**src/rtl/sync_mode_pkg.sv**
```systemverilog
package sync_mode_pkg;
  typedef enum logic [1:0] {
    MODE_FREE = 2'b00,
    MODE_ACQ  = 2'b01,
    MODE_NORM = 2'b10,
    MODE_HOLD = 2'b11
  } sync_mode_t;
endpackage

```
**src/rtl/sync_ref_pick.sv**
```systemverilog
// Lowest-index set bit finder over a reference mask.
module sync_ref_pick #(
  parameter int NREF = 3,
  localparam int IDXW = (NREF > 1) ? $clog2(NREF) : 1
) (
  input  logic [NREF-1:0] mask,
  output logic            found,
  output logic [IDXW-1:0] idx
);
  always_comb begin
    found = 1'b0;
    idx   = '0;
    for (int i = NREF - 1; i >= 0; i--) begin
      if (mask[i]) begin
        found = 1'b1;
        idx   = IDXW'(i);
      end
    end
  end

  always_comb begin
    assert_pick_found_R3: assert (found == (|mask));
  end
endmodule

```
**src/rtl/sync_mode_fsm.sv**
```systemverilog
// Mode state register, history flag and next-state decision.
module sync_mode_fsm
  import sync_mode_pkg::*;
#(
  parameter int NREF = 3,
  localparam int IDXW = (NREF > 1) ? $clog2(NREF) : 1
) (
  input  logic            clk,
  input  logic            rst_n,
  input  logic [NREF-1:0] ref_ok,
  input  logic            lock_ok,
  input  logic            man_en,
  input  logic [1:0]      man_mode,
  input  logic [IDXW-1:0] man_ref,
  input  logic            any_found,
  input  logic [IDXW-1:0] any_idx,
  input  logic            oth_found,
  input  logic [IDXW-1:0] oth_idx,
  output sync_mode_t      mode_q,
  output sync_mode_t      mode_d,
  output logic [IDXW-1:0] ref_q
);
  logic [IDXW-1:0] ref_d;
  logic            hist_q;
  logic            cur_ok;

  assign cur_ok = ref_ok[ref_q];

  always_comb begin
    mode_d = mode_q;
    ref_d  = ref_q;
    if (man_en) begin
      mode_d = sync_mode_t'(man_mode);
      if (32'(man_ref) < NREF) ref_d = man_ref;
    end else begin
      unique case (mode_q)
        MODE_FREE: begin
          if (any_found) begin
            mode_d = MODE_ACQ;
            ref_d  = any_idx;
          end
        end
        MODE_ACQ: begin
          if (cur_ok) begin
            if (lock_ok) mode_d = MODE_NORM;
          end else if (oth_found) begin
            ref_d = oth_idx;
          end else begin
            mode_d = hist_q ? MODE_HOLD : MODE_FREE;
          end
        end
        MODE_NORM: begin
          if (!cur_ok) begin
            if (oth_found) begin
              mode_d = MODE_ACQ;
              ref_d  = oth_idx;
            end else begin
              mode_d = MODE_HOLD;
            end
          end
        end
        MODE_HOLD: begin
          if (any_found) begin
            mode_d = MODE_ACQ;
            ref_d  = any_idx;
          end
        end
        default: mode_d = MODE_FREE;
      endcase
    end
  end

  always_ff @(posedge clk) begin
    if (!rst_n) begin
      mode_q <= MODE_FREE;
      ref_q  <= '0;
      hist_q <= 1'b0;
    end else begin
      mode_q <= mode_d;
      ref_q  <= ref_d;
      if (mode_d == MODE_NORM) hist_q <= 1'b1;
    end
  end

  assert_ref_range_R9: assert property (@(posedge clk) disable iff (!rst_n)
    32'(ref_q) < NREF);

  assert_free_stays_R2: assert property (@(posedge clk) disable iff (!rst_n)
    (!man_en && mode_q == MODE_FREE && ref_ok == '0) |=> mode_q == MODE_FREE);

  assert_lock_to_norm_R4: assert property (@(posedge clk) disable iff (!rst_n)
    (!man_en && mode_q == MODE_ACQ && lock_ok && ref_ok[ref_q])
      |=> (mode_q == MODE_NORM && $stable(ref_q)));

  assert_hold_exit_R7: assert property (@(posedge clk) disable iff (!rst_n)
    (!man_en && mode_q == MODE_HOLD && ref_ok != '0) |=> mode_q == MODE_ACQ);

  assert_manual_mode_R9: assert property (@(posedge clk) disable iff (!rst_n)
    man_en |=> mode_q == sync_mode_t'($past(man_mode)));

  assert_sticky_ref_R12: assert property (@(posedge clk) disable iff (!rst_n)
    (!man_en && mode_q == MODE_ACQ && ref_ok[ref_q]) |=> $stable(ref_q));
endmodule

```
**src/rtl/sync_hold_strobe.sv**
```systemverilog
// Registers freeze/release pulses aligned with the first cycle of the new mode.
module sync_hold_strobe
  import sync_mode_pkg::*;
(
  input  logic       clk,
  input  logic       rst_n,
  input  sync_mode_t mode_q,
  input  sync_mode_t mode_d,
  output logic       freeze_stb,
  output logic       release_stb
);
  always_ff @(posedge clk) begin
    if (!rst_n) begin
      freeze_stb  <= 1'b0;
      release_stb <= 1'b0;
    end else begin
      freeze_stb  <= (mode_d == MODE_HOLD) && (mode_q != MODE_HOLD);
      release_stb <= (mode_d != MODE_HOLD) && (mode_q == MODE_HOLD);
    end
  end

  assert_strobe_excl_R11: assert property (@(posedge clk) disable iff (!rst_n)
    !(freeze_stb && release_stb));

  assert_freeze_entry_R6: assert property (@(posedge clk) disable iff (!rst_n)
    freeze_stb |-> (mode_q == MODE_HOLD && $past(mode_q) != MODE_HOLD));

  assert_release_exit_R7: assert property (@(posedge clk) disable iff (!rst_n)
    release_stb |-> (mode_q != MODE_HOLD && $past(mode_q) == MODE_HOLD));

  assert_freeze_single_R11: assert property (@(posedge clk) disable iff (!rst_n)
    freeze_stb |=> !freeze_stb);
endmodule

```
**src/rtl/sync_mode_ctrl.sv**
```systemverilog
module sync_mode_ctrl
  import sync_mode_pkg::*;
#(
  parameter int NREF = 3,
  localparam int IDXW = (NREF > 1) ? $clog2(NREF) : 1
) (
  input  logic            clk,
  input  logic            rst_n,
  input  logic [NREF-1:0] ref_ok,
  input  logic            lock_ok,
  input  logic            man_en,
  input  logic [1:0]      man_mode,
  input  logic [IDXW-1:0] man_ref,
  output logic [1:0]      mode,
  output logic [IDXW-1:0] ref_sel,
  output logic            freeze_stb,
  output logic            release_stb
);
  sync_mode_t      mode_q, mode_d;
  logic [IDXW-1:0] ref_q;
  logic [NREF-1:0] oth_mask;
  logic            any_found, oth_found;
  logic [IDXW-1:0] any_idx, oth_idx;

  always_comb begin
    oth_mask = ref_ok;
    oth_mask[ref_q] = 1'b0;
  end

  sync_ref_pick #(.NREF(NREF)) any_pick_i (
    .mask(ref_ok), .found(any_found), .idx(any_idx));

  sync_ref_pick #(.NREF(NREF)) oth_pick_i (
    .mask(oth_mask), .found(oth_found), .idx(oth_idx));

  sync_mode_fsm #(.NREF(NREF)) fsm_i (
    .clk(clk), .rst_n(rst_n), .ref_ok(ref_ok), .lock_ok(lock_ok),
    .man_en(man_en), .man_mode(man_mode), .man_ref(man_ref),
    .any_found(any_found), .any_idx(any_idx),
    .oth_found(oth_found), .oth_idx(oth_idx),
    .mode_q(mode_q), .mode_d(mode_d), .ref_q(ref_q));

  sync_hold_strobe strobe_i (
    .clk(clk), .rst_n(rst_n), .mode_q(mode_q), .mode_d(mode_d),
    .freeze_stb(freeze_stb), .release_stb(release_stb));

  assign mode    = mode_q;
  assign ref_sel = ref_q;
endmodule

```
**config.mk**
```make
export PLATFORM = sky130hd
export DESIGN_NAME = sync_mode_ctrl
export DESIGN_NICKNAME = d
export VERILOG_FILES = /design/src/rtl/sync_mode_pkg.sv /design/src/rtl/sync_ref_pick.sv /design/src/rtl/sync_mode_fsm.sv /design/src/rtl/sync_hold_strobe.sv /design/src/rtl/sync_mode_ctrl.sv
export SDC_FILE = /design/constraint.sdc
export NUM_CORES = 1
export LEC_CHECK = 0
export ABC_AREA = 1
export CAP_MARGIN = 5
export CORE_AREA = 4 4 43 45
export CTS_CLUSTER_DIAMETER = 40
export CTS_CLUSTER_SIZE = 14
export DETAILED_ROUTE_END_ITERATION = 6
export DIE_AREA = 0 0 47 49
export PLACE_DENSITY_LB_ADDON = 0.08
export SLEW_MARGIN = 20
export SYNTH_ARGS = -nofsm -noshare
export SYNTH_HDL_FRONTEND = slang
export SYNTH_HIERARCHICAL = 1
export SYNTH_SLANG_ARGS = --single-unit
```
**constraint.sdc**
```tcl
create_clock -name clk -period 1.9 [get_ports clk]
set_clock_uncertainty 0.15 [all_clocks]
set_input_delay 0.19 -clock clk [delete_from_list [all_inputs] [get_ports clk]]
set_output_delay 0.19 -clock clk [all_outputs]
set_load 0.02 [all_outputs]
```
; ---- Word-level counts from Yosys, hierarchy flattened
; Index checks and enable logic that the tools add are counted.
[op_classes]
magnitude_cmp = 3
mux = 31
n_bitwise = 2
eq_ne = 11
reduce_logical = 7
[op_table]
columns = operator, count
row1 = $mux W2, 19
row2 = $eq A2 B2 Y1 const B, 4
row3 = $mux W1, 8
row4 = $ne A3 B1 Y1 const B, 2
row5 = $pmux W2 S3, 1
row6 = $ne A2 B2 Y1 const B, 2
row7 = $pmux W2 S2, 1
row8 = $reduce_and A4 Y1, 1
row9 = $reduce_or A2 Y1, 2
row10 = $and A3 B3 Y3, 1
row11 = $logic_and A1 B1 Y1, 3
row12 = $lt A2 B3 Y1 const B, 1
row13 = $ne A3 B3 Y1 const B, 1
row14 = $not A3 Y3, 1
row15 = $bmux W1 S2, 1
row16 = $demux W1 S2, 1
row17 = $eq A2 B1 Y1 const B, 1
row18 = $ge A2 B1 Y1 const B, 1
row19 = $logic_not A2 Y1, 1
row20 = $lt A2 B2 Y1 const B, 1
row21 = $ne A2 B1 Y1 const B, 1
[totals]
out_inout_bits = 6
wordCells = 59
ff_bits = 7

; ---- Longest topological paths before layout
; Gate-level depths: netlist of the first run.
[logic_depth]
depth_word = 15
ltp_mapped = 14

; ---- Hierarchy
; Netlist of the first run, hierarchy kept.
[by_module_without_submodules]
columns = module, area_each_um2, seq_area_each_um2, n_inst, cells_each
row1 = sync_mode_fsm, 462.9, 100.1, 1, 80
row2 = sync_hold_strobe, 67.6, 40.0, 1, 9
row3 = sync_ref_pick, 31.3, 0.0, 2, 7
row4 = sync_mode_ctrl, 36.3, 0.0, 1, 9

; ---- Worst setup path after synthesis of the first run
; No wires, ideal clock.
[synth_timing]
kind = reg2reg
startpoint = register fsm_i.ref_q[1]
endpoint = register fsm_i.hist_q
arrival_time_ps = 1529
slack_ps = 109
required_time_ps = 1638
n_path_buf = 0
path_stages_with_launch = 14
setup_time_ps = 112
path_cell_list = dfxtp_1 inv_1 a21oi_1 nor2_1 nand2_1 nand2_1 o21ai_0 nand3_1 nand3_1 nand3_1 nand2_2 inv_1 nand3_2 nand2_1
[synth_via]
elab_cells_between_ends = 19
cone_classes = order compare (2) / eq/ne (1) / mux (13) / bitwise (2) / reduce/logical (1)
[synth_lines]
columns = item, line_no
row1 = "start, declared", sync_mode_fsm.sv:21  ; output logic [IDXW-1:0] ref_q
row2 = "start signal, assigned", sync_mode_fsm.sv:80  ; ref_q <= ref_d;
row3 = $lt A2 B3 Y1 (not written as such) / $ge A2 B1 Y1 (equally long branches), sync_mode_ctrl.sv:27  ; oth_mask[ref_q] = 1'b0;
row4 = $logic_and A1 B1 Y1 (not written as such), sync_mode_ctrl.sv:27
row5 = $mux W1 (not written as such), sync_mode_ctrl.sv:27
row6 = $demux W1 S2 *, sync_mode_ctrl.sv:27
row7 = $not A3 Y3 (no source line) *, n/a
row8 = $and A3 B3 Y3 (no source line) *, n/a
row9 = net oth_mask[1], sync_mode_ctrl.sv:21  ; logic [NREF-1:0] oth_mask;
row10 = $mux W1 * (2 in series), sync_ref_pick.sv:14  ; if (mask[i]) begin
row11 = net oth_found, sync_mode_ctrl.sv:22  ; logic any_found, oth_found;
row12 = $mux W2 *, sync_mode_fsm.sv:46  ; end else if (oth_found) begin
row13 = $mux W2 *, sync_mode_fsm.sv:44  ; if (cur_ok) begin
row14 = $pmux W2 S3 *, sync_mode_fsm.sv:36  ; unique case (mode_q)
row15 = $mux W2 *, sync_mode_fsm.sv:32  ; if (man_en) begin
row16 = net mode_d[0], sync_mode_ctrl.sv:19  ; sync_mode_t mode_q, mode_d;
row17 = $eq A2 B2 Y1 *, sync_mode_fsm.sv:81  ; if (mode_d == MODE_NORM) hist_q <= 1'b1;
row18 = "end signal, assigned", sync_mode_fsm.sv:77  ; hist_q <= 1'b0;
row19 = "end signal, assigned", sync_mode_fsm.sv:81
row20 = "end, declared", sync_mode_fsm.sv:24  ; logic hist_q;
; Mark *: on every way through the listed nets, which the timed path passes. The rest lies on a longest branch. The select of a mux whose other input is x is not followed.
; A chain may end at the register's enable or synchronous reset.

; ---- Final worst setup path of the first run
[layout_timing]
startpoint = register fsm_i.mode_q[1]
endpoint = register fsm_i.hist_q
[layout_via]
elab_chain_cells = 5
elab_cells_between_ends = 13
cone_classes = eq/ne (4) / mux (7) / reduce/logical (2)
[layout_rtl]
columns = item, line_no
row1 = "start, declared", sync_mode_fsm.sv:19  ; output sync_mode_t mode_q,
row2 = "start signal, assigned", sync_mode_fsm.sv:79  ; mode_q <= mode_d;
row3 = $eq A2 B2 Y1 / $logic_not A2 Y1 (equally long branches), sync_mode_fsm.sv:36
row4 = $reduce_or A2 Y1 (no source line), n/a
row5 = $pmux W2 S3 *, sync_mode_fsm.sv:36
row6 = $mux W2 *, sync_mode_fsm.sv:32
row7 = net mode_d[0], sync_mode_ctrl.sv:19
row8 = $eq A2 B2 Y1 *, sync_mode_fsm.sv:81
; Mark *: on every way through the listed nets, which the timed path passes. The rest lies on a longest branch.

==> results.txt, run 1 <==
Worst Hold Class: reg2reg
Max Slew Vio Count: 0
final weighted congestion of routability-driven global placement: 0.812
vias: 757
Critical Path RT: 1.95 ns
Worst Path Class, Setup: reg2reg
Die Y: 49 microns
mux contribution to synthesized area: 0%
CP arrival: 1.78 ns
Leak Pwr: 0.480 nW
post-synthesis area per instance: 5.62 sq um
largest net degree at the start of global routing: 8
Die W: 47 microns
initial antenna violation count: 0
clock share of power: 23.7%
H-tree depth: 1
IO Port Bufs: 16
NetSw: 215 uW
worst setup margin: 0.174 ns
Reg power frac: 31.1%
XOR/XNOR Fraction of Synth Area: 0%
most frequent cells in the layout: nand2_1 (29), inv_1 (20), clkdlybuf4s50_1 (16)
CTS Sinks: 7
max-cap viol count: 0
initial drt markers: 17
Clock Path Buffers: 2
switch share: 37.3%
synthesized area: 629 sq um
Worst-path clk slew: 0.05 ns
Tmin final: 1.73 ns
clock latency on the worst-skew pair: 0.25 ns
WL final: 1590 microns
GRT Residual Overflow: 0
# Post-CTS Setup Buffers: 0
CTS resizes: 0
CP startpoint kind: register
max_slew headroom: 84.7%
Util after Layout: 63.1%
area fraction in compound gates after synthesis: 9.34%
final setup fails: 0
outcome: complete, no violations
residual DRC count: 0
Antenna Nets Post-Route: 0
Tcrit/Tclk final: 90.8%
DR vias/cell: 4.79
CP endpoint kind: register
Synth cell types: 15
FF-to-FF End: fsm_i/hist_q
Non-Filler Instances: 158
synth warn: 6
vias in the first global route: 638
crit-path max FO: 6
most common cell after layout, fill and taps aside: nand2_1
share of the synthesized area in the top cell type: 22.3%
crit path capture: fsm_i/hist_q
post-synthesis simple-gate area fraction: 51.3%
gr usage total: 16.0%
Synth Instances: 112
DIE AREA: 2300 sq um
dpl ws: -0.140 ns
Adder-Cell Fraction of Synth Area: 3.98%
number of antenna repair diodes: 0
total power: 577 uW
DRT Pass-1 Iters: 4
sequential fraction of the synthesis area: 22.3%
combinational fraction of design power: 45.2%
DPL Wire Length: 1320 microns
CTS tree: built
worst vdd ir: 0.627 mV
flop2flop setup slack: 0.17 ns
ratio of cells with drive above 1 in the final layout: 21.8%
#FFs+latches synth: 7
Internal Power: 362 uW
Slew @ Worst Pin: 0.229 ns
CORE AREA: 1470 sq um
Starting Density: 42.8%
DP Cell Count: 154
first-pass GRT wire length: 2700 microns
ranking of synthesized cells by area: dfxtp_1 (22%), nand2_1 (18%), inv_1 (12%)
endpoints failing hold: 0
f_max: 579 MHz
Hold-fix buffers, CTS: 0
number of buffers created by CTS: 3
fillers: 142
R2R Path Start: fsm_i/mode_q[1]
hold_ws: 0.309 ns
Layout Nets: 156
routed len/inst: 10.1 microns
worst setup path startpoint: fsm_i/mode_q[1]
main combinational cell family by area after synthesis: simple AND/OR/NAND/NOR gates
boundary pin count: 17
area grow syn2layout: 47.5%
CTS root buf: clkbuf_4
placement row count: 14
syn nets: 125
Synth area leader: dfxtp_1
PwrDens: 621 nW/um^2
R2R cell count: 10
[routing by layer]
layer	vias to the layer above	global-route usage, %	routed length (microns)
li1	410	-	-
met1	327	22.0	772
met2	16	21.7	689
met3	4	3.69	83
met4	0	9.68	46
met5	-	0	0
[Yosys cell counts]
library cell,count
nand2_1,30
inv_1,20
nand3_1,15
nor2_1,13
dfxtp_1,7
a21oi_1,5
o21ai_0,5
nand2_2,4
nand3_2,3
ha_1,2
inv_2,2
nand4_1,2
nor2_2,2
a31o_2,1
or2_2,1
[final cells by class]
class                      count  area (sq um)  share of cell area (%)
inverter                      22          82.6                    8.89
multi-input combinational     83           417                    44.9
timing repair buffer          26           235                    25.3
sequential                     7           148                    15.9
tap                           16          20.0                    2.16
clock buffer                   4          26.3                    2.83
[per-stage QoR]
step	TNS, ns	cell area, sq um
finish	0	928
global route	-0.0107	928
CTS	0	911
detailed placement	-0.514	885
global placement	-0.359	885
floorplan	0	629
[flip-flops by register name, indices dropped and copies added, names as in the netlist]
name,cells
strobe_i/release_stb,1
strobe_i/freeze_stb,1
fsm_i/ref_q,2
fsm_i/mode_q,2
fsm_i/hist_q,1
[worst min-delay path by stage]
stage / from / to / slack (ns) / cells past startpoint
after global placement: fsm_i/hist_q / fsm_i/hist_q / 0.31 / 2
after CTS: fsm_i/hist_q / fsm_i/hist_q / 0.31 / 2
after global routing: fsm_i/hist_q / fsm_i/hist_q / 0.36 / 2
final: fsm_i/hist_q / fsm_i/hist_q / 0.31 / 2
after floorplan: rst_n / fsm_i/hist_q / 0.15 / 2
after detailed placement: fsm_i/hist_q / fsm_i/hist_q / 0.30 / 2
[power by group through the flow]
stage               sequential, mW  combinational [mW]  clock (mW)
floorplan                    0.192               0.136           0
global placement             0.179               0.252           0
detailed placement           0.180               0.256           0
CTS                          0.176               0.257       0.144
global route                 0.182               0.292       0.163
finish                       0.179               0.261       0.137
[worst max-delay path, cell delays in order, from the launching register on]
cell,delay (ns)
dfxtp_1,0.42
inv_1,0.10
ha_1,0.24
or2_2,0.28
nand2_1,0.07
nand2_1,0.05
nand3_1,0.09
nand2_2,0.07
inv_1,0.08
nand3_2,0.07
nand2_1,0.05
[cell families (layout without fill, tap and decap cells)]
| kind of cell | after synthesis | after routing |
|---|---|---|
| AOI/OAI and AO/OA | 11 | 11 |
| adders and majority gates | 2 | 2 |
| buffers and inverters | 22 | 52 |
| DFF | 7 | 7 |
| and+or+nand+nor | 70 | 70 |
Note: power is estimated with default switching activity, not from simulation.
==> inputs of run 2 (changes only) <==
--- a/config.mk
+++ b/config.mk
@@ -13,6 +13,9 @@
 export DETAILED_ROUTE_END_ITERATION = 6
 export DIE_AREA = 0 0 47 49
 export PLACE_DENSITY_LB_ADDON = 0.08
+export REMOVE_ABC_BUFFERS = 1
+export SKIP_CTS_REPAIR_TIMING = 1
+export SKIP_LAST_GASP = 1
 export SLEW_MARGIN = 20
 export SYNTH_ARGS = -nofsm -noshare
 export SYNTH_HDL_FRONTEND = slang
==> results of run 2 <==
Same layout as run 1: the final DEF is identical, and so are final timing and power.
==> inputs of run 3 (changes only) <==
--- a/config.mk
+++ b/config.mk
@@ -7,11 +7,12 @@
 export LEC_CHECK = 0
 export ABC_AREA = 1
 export CAP_MARGIN = 5
-export CORE_AREA = 4 4 43 45
+export CORE_AREA = 2 2 41 43
 export CTS_CLUSTER_DIAMETER = 40
 export CTS_CLUSTER_SIZE = 14
 export DETAILED_ROUTE_END_ITERATION = 6
-export DIE_AREA = 0 0 47 49
+export DIE_AREA = 0 0 43 45
+export GPL_TIMING_DRIVEN = 0
 export PLACE_DENSITY_LB_ADDON = 0.08
 export REMOVE_ABC_BUFFERS = 1
 export SKIP_CTS_REPAIR_TIMING = 1
==> run 3 against run 2 <==
  * Clock-buffer cell count is the same
  * Maximum frequency shrank 0.37%
  * Combinational power shrank 11%
  * Critical path depth is the same
  * Largest cell class unchanged
  * Largest power group unchanged
==> results.txt, run 3 (synthesis gave the netlist of run 1 again) <==
outcome: complete, no violations
first-pass GRT wire length: 2430 microns (-10%)
CTS root buf: clkbuf_4
CP startpoint kind: register
placement row count: 14 (unchanged)
Top Registers: fsm_i/mode_q x2, fsm_i/ref_q x2
Worst path top cell family by delay: simple AND/OR/NAND/NOR gates
most frequent cells in the layout: nand2_1 (29), inv_1 (20), nand3_1 (15)
R2R cell count: 10 (unchanged)
stages on the worst setup path: 10 (unchanged)
largest net degree at the start of global routing: 9 (+1)
Internal Power: 341 uW (-5.6%)
DIE AREA: 1940 sq um (-16%)
Die W: 43 microns (-8.5%)
number of antenna repair diodes: 0 (unchanged)
FF-to-FF End: strobe_i/release_stb
H-tree depth: 1 (unchanged)
DR vias/cell: 4.84 (+1.1%)
Clock Path Buffers: 2 (unchanged)
boundary pin count: 17 (unchanged)
CP arrival: 1.76 ns (-0.02 ns)
switch share: 38.0% (+0.76 points)
cell repeated most along the worst path: nand2_1
final setup fails: 0 (unchanged)
GRT Residual Overflow: 0 (unchanged)
vias in the first global route: 602 (-5.6%)
max_slew headroom: 83.3% (-1.4 points)
f_max: 577 MHz (-0.37%)
NetSw: 210 uW (-2.5%)
CP endpoint kind: register
max-cap viol count: 0 (unchanged)
number of buffers created by CTS: 3 (unchanged)
GR met2 Demand/Resource: 26.1% (+4.3 points)
clock latency on the worst-skew pair: 0.25 ns (about the same)
worst setup margin: 0.168 ns (-0.00639 ns)
Slew @ Worst Pin: 0.250 ns (+0.0212 ns)
Starting Density: 42.8% (unchanged)
Crit path buffers/inverters: 1 (-1)
most common cell after layout, fill and taps aside: nand2_1
Die Y: 45 microns (-8.2%)
Reg power frac: 33.3% (+2.2 points)
Worst Hold Class: reg2reg
WL final: 1490 microns (-6.6%)
Util after Layout: 58.9% (-4.2 points)
worst setup path startpoint: fsm_i/mode_q[1]
endpoints failing hold: 0 (unchanged)
GR peak layer: met2
Antenna Nets Post-Route: 0 (unchanged)
crit-path max FO: 6 (unchanged)
gr usage total: 16.6% (+0.57 points)
residual DRC count: 0 (unchanged)
flop2flop setup slack: 0.17 ns (about the same)
Leak Pwr: 0.459 nW (-4.4%)
Layout Nets: 146 (-6.4%)
crit path capture: strobe_i/release_stb
routed len/inst: 10.0 microns (-0.29%)
Tcrit/Tclk final: 91.2% (+0.34 points)
CTS Sinks: 7 (unchanged)
Max Slew Vio Count: 0 (unchanged)
largest stage delay on the critical path: 0.42 ns (about the same)
CTS tree: built
met1 Usage GRT: 22.5% (+0.47 points)
DPL Wire Length: 1190 microns (-9.7%)
crit-path cells: inv_1 > ha_1 > or2_2 > nand2_1 > nand2_1 > nand3_1 > nand2_2 > nand2_1 > nand2_1 > nor2_1
area grow syn2layout: 37.8%
initial antenna violation count: 0 (unchanged)
ratio of cells with drive above 1 in the final layout: 18.2% (-3.6 points)
grt met3 use: 2.80% (-0.89 points)
PwrDens: 636 nW/um^2 (+2.3%)
Critical Path RT: 1.93 ns (-0.02 ns)
IO Port Bufs: 16 (unchanged)
worst vdd ir: 0.378 mV (-40%)
final weighted congestion of routability-driven global placement: 0.846 (+4.2%)
clock share of power: 24.4% (+0.7 points)
dpl ws: -0.330 ns (-0.190 ns)
vias: 717 (-5.3%)
RSZ-0062 raised after global routing: yes
DRT Pass-1 Iters: 4 (unchanged)
Worst-path clk slew: 0.05 ns (about the same)
R2R Path Start: fsm_i/mode_q[1]
total power: 551 uW (-4.4%)
initial drt markers: 15 (-2)
CORE AREA: 1470 sq um (unchanged)
CP max stage cell: dfxtp_1
Tmin final: 1.73 ns (+0.00639 ns)
Worst Path Class, Setup: reg2reg
combinational fraction of design power: 42.2% (-3.0 points)
-- run 3: area by class of cell --
| class | instances | area [sq um] |
|---|---|---|
| multi-input combinational | 83 | 422 |
| inverter | 22 | 82.6 |
| fill | 154 | 604 |
| clock buffer | 4 | 26.3 |
| sequential | 7 | 149 |
| tap | 16 | 20.0 |
| timing repair buffer | 16 | 168 |
-- run 3: power by group through the flow --
stage / Sequential, mW / Combinational, mW / Clock [mW]
finish: 0.184 / 0.233 / 0.135
floorplan: 0.192 / 0.136 / 0
global route: 0.188 / 0.264 / 0.151
detailed placement: 0.183 / 0.225 / 0
CTS: 0.180 / 0.226 / 0.143
global placement: 0.182 / 0.222 / 0
-- run 3: how the worst min path moves through the flow --
stage | startpoint | endpoint | slack (ns) | depth (start not counted)
3_3_place_gp | fsm_i/hist_q | fsm_i/hist_q | 0.30 | 2
5_1_grt | fsm_i/hist_q | fsm_i/hist_q | 0.35 | 2
3_5_place_dp | fsm_i/hist_q | fsm_i/hist_q | 0.30 | 2
2_1_floorplan | rst_n | fsm_i/hist_q | 0.15 | 2
6_report | fsm_i/hist_q | fsm_i/hist_q | 0.31 | 2
4_1_cts | fsm_i/hist_q | fsm_i/hist_q | 0.31 | 2
-- run 3: per-layer routing --
metal  share of wire (%)  wire, microns
met2                  47            700
met3                 3.3             49
met5                   0              0
met4                   0              0
met1                  49            735
-- run 3: worst min-delay path, delay by kind of cell (launching register included) --
family | cells | cell delay [ns]
flops | 1 | 0.32
simple gates | 2 | 0.10
-- run 3: metrics by stage --
stage | cells | cell area [sq um] | setup TNS (ns) | hold slack [ns]
5_1_grt | 148 | 867 | -0.00816 | 0.354
2_1_floorplan | 112 | 629 | 0 | 0.150
4_1_cts | 148 | 836 | -0.121 | 0.312
6_report | 148 | 867 | 0 | 0.312
3_5_place_dp | 144 | 810 | -1.61 | 0.305
3_3_place_gp | 144 | 810 | -1.34 | 0.301
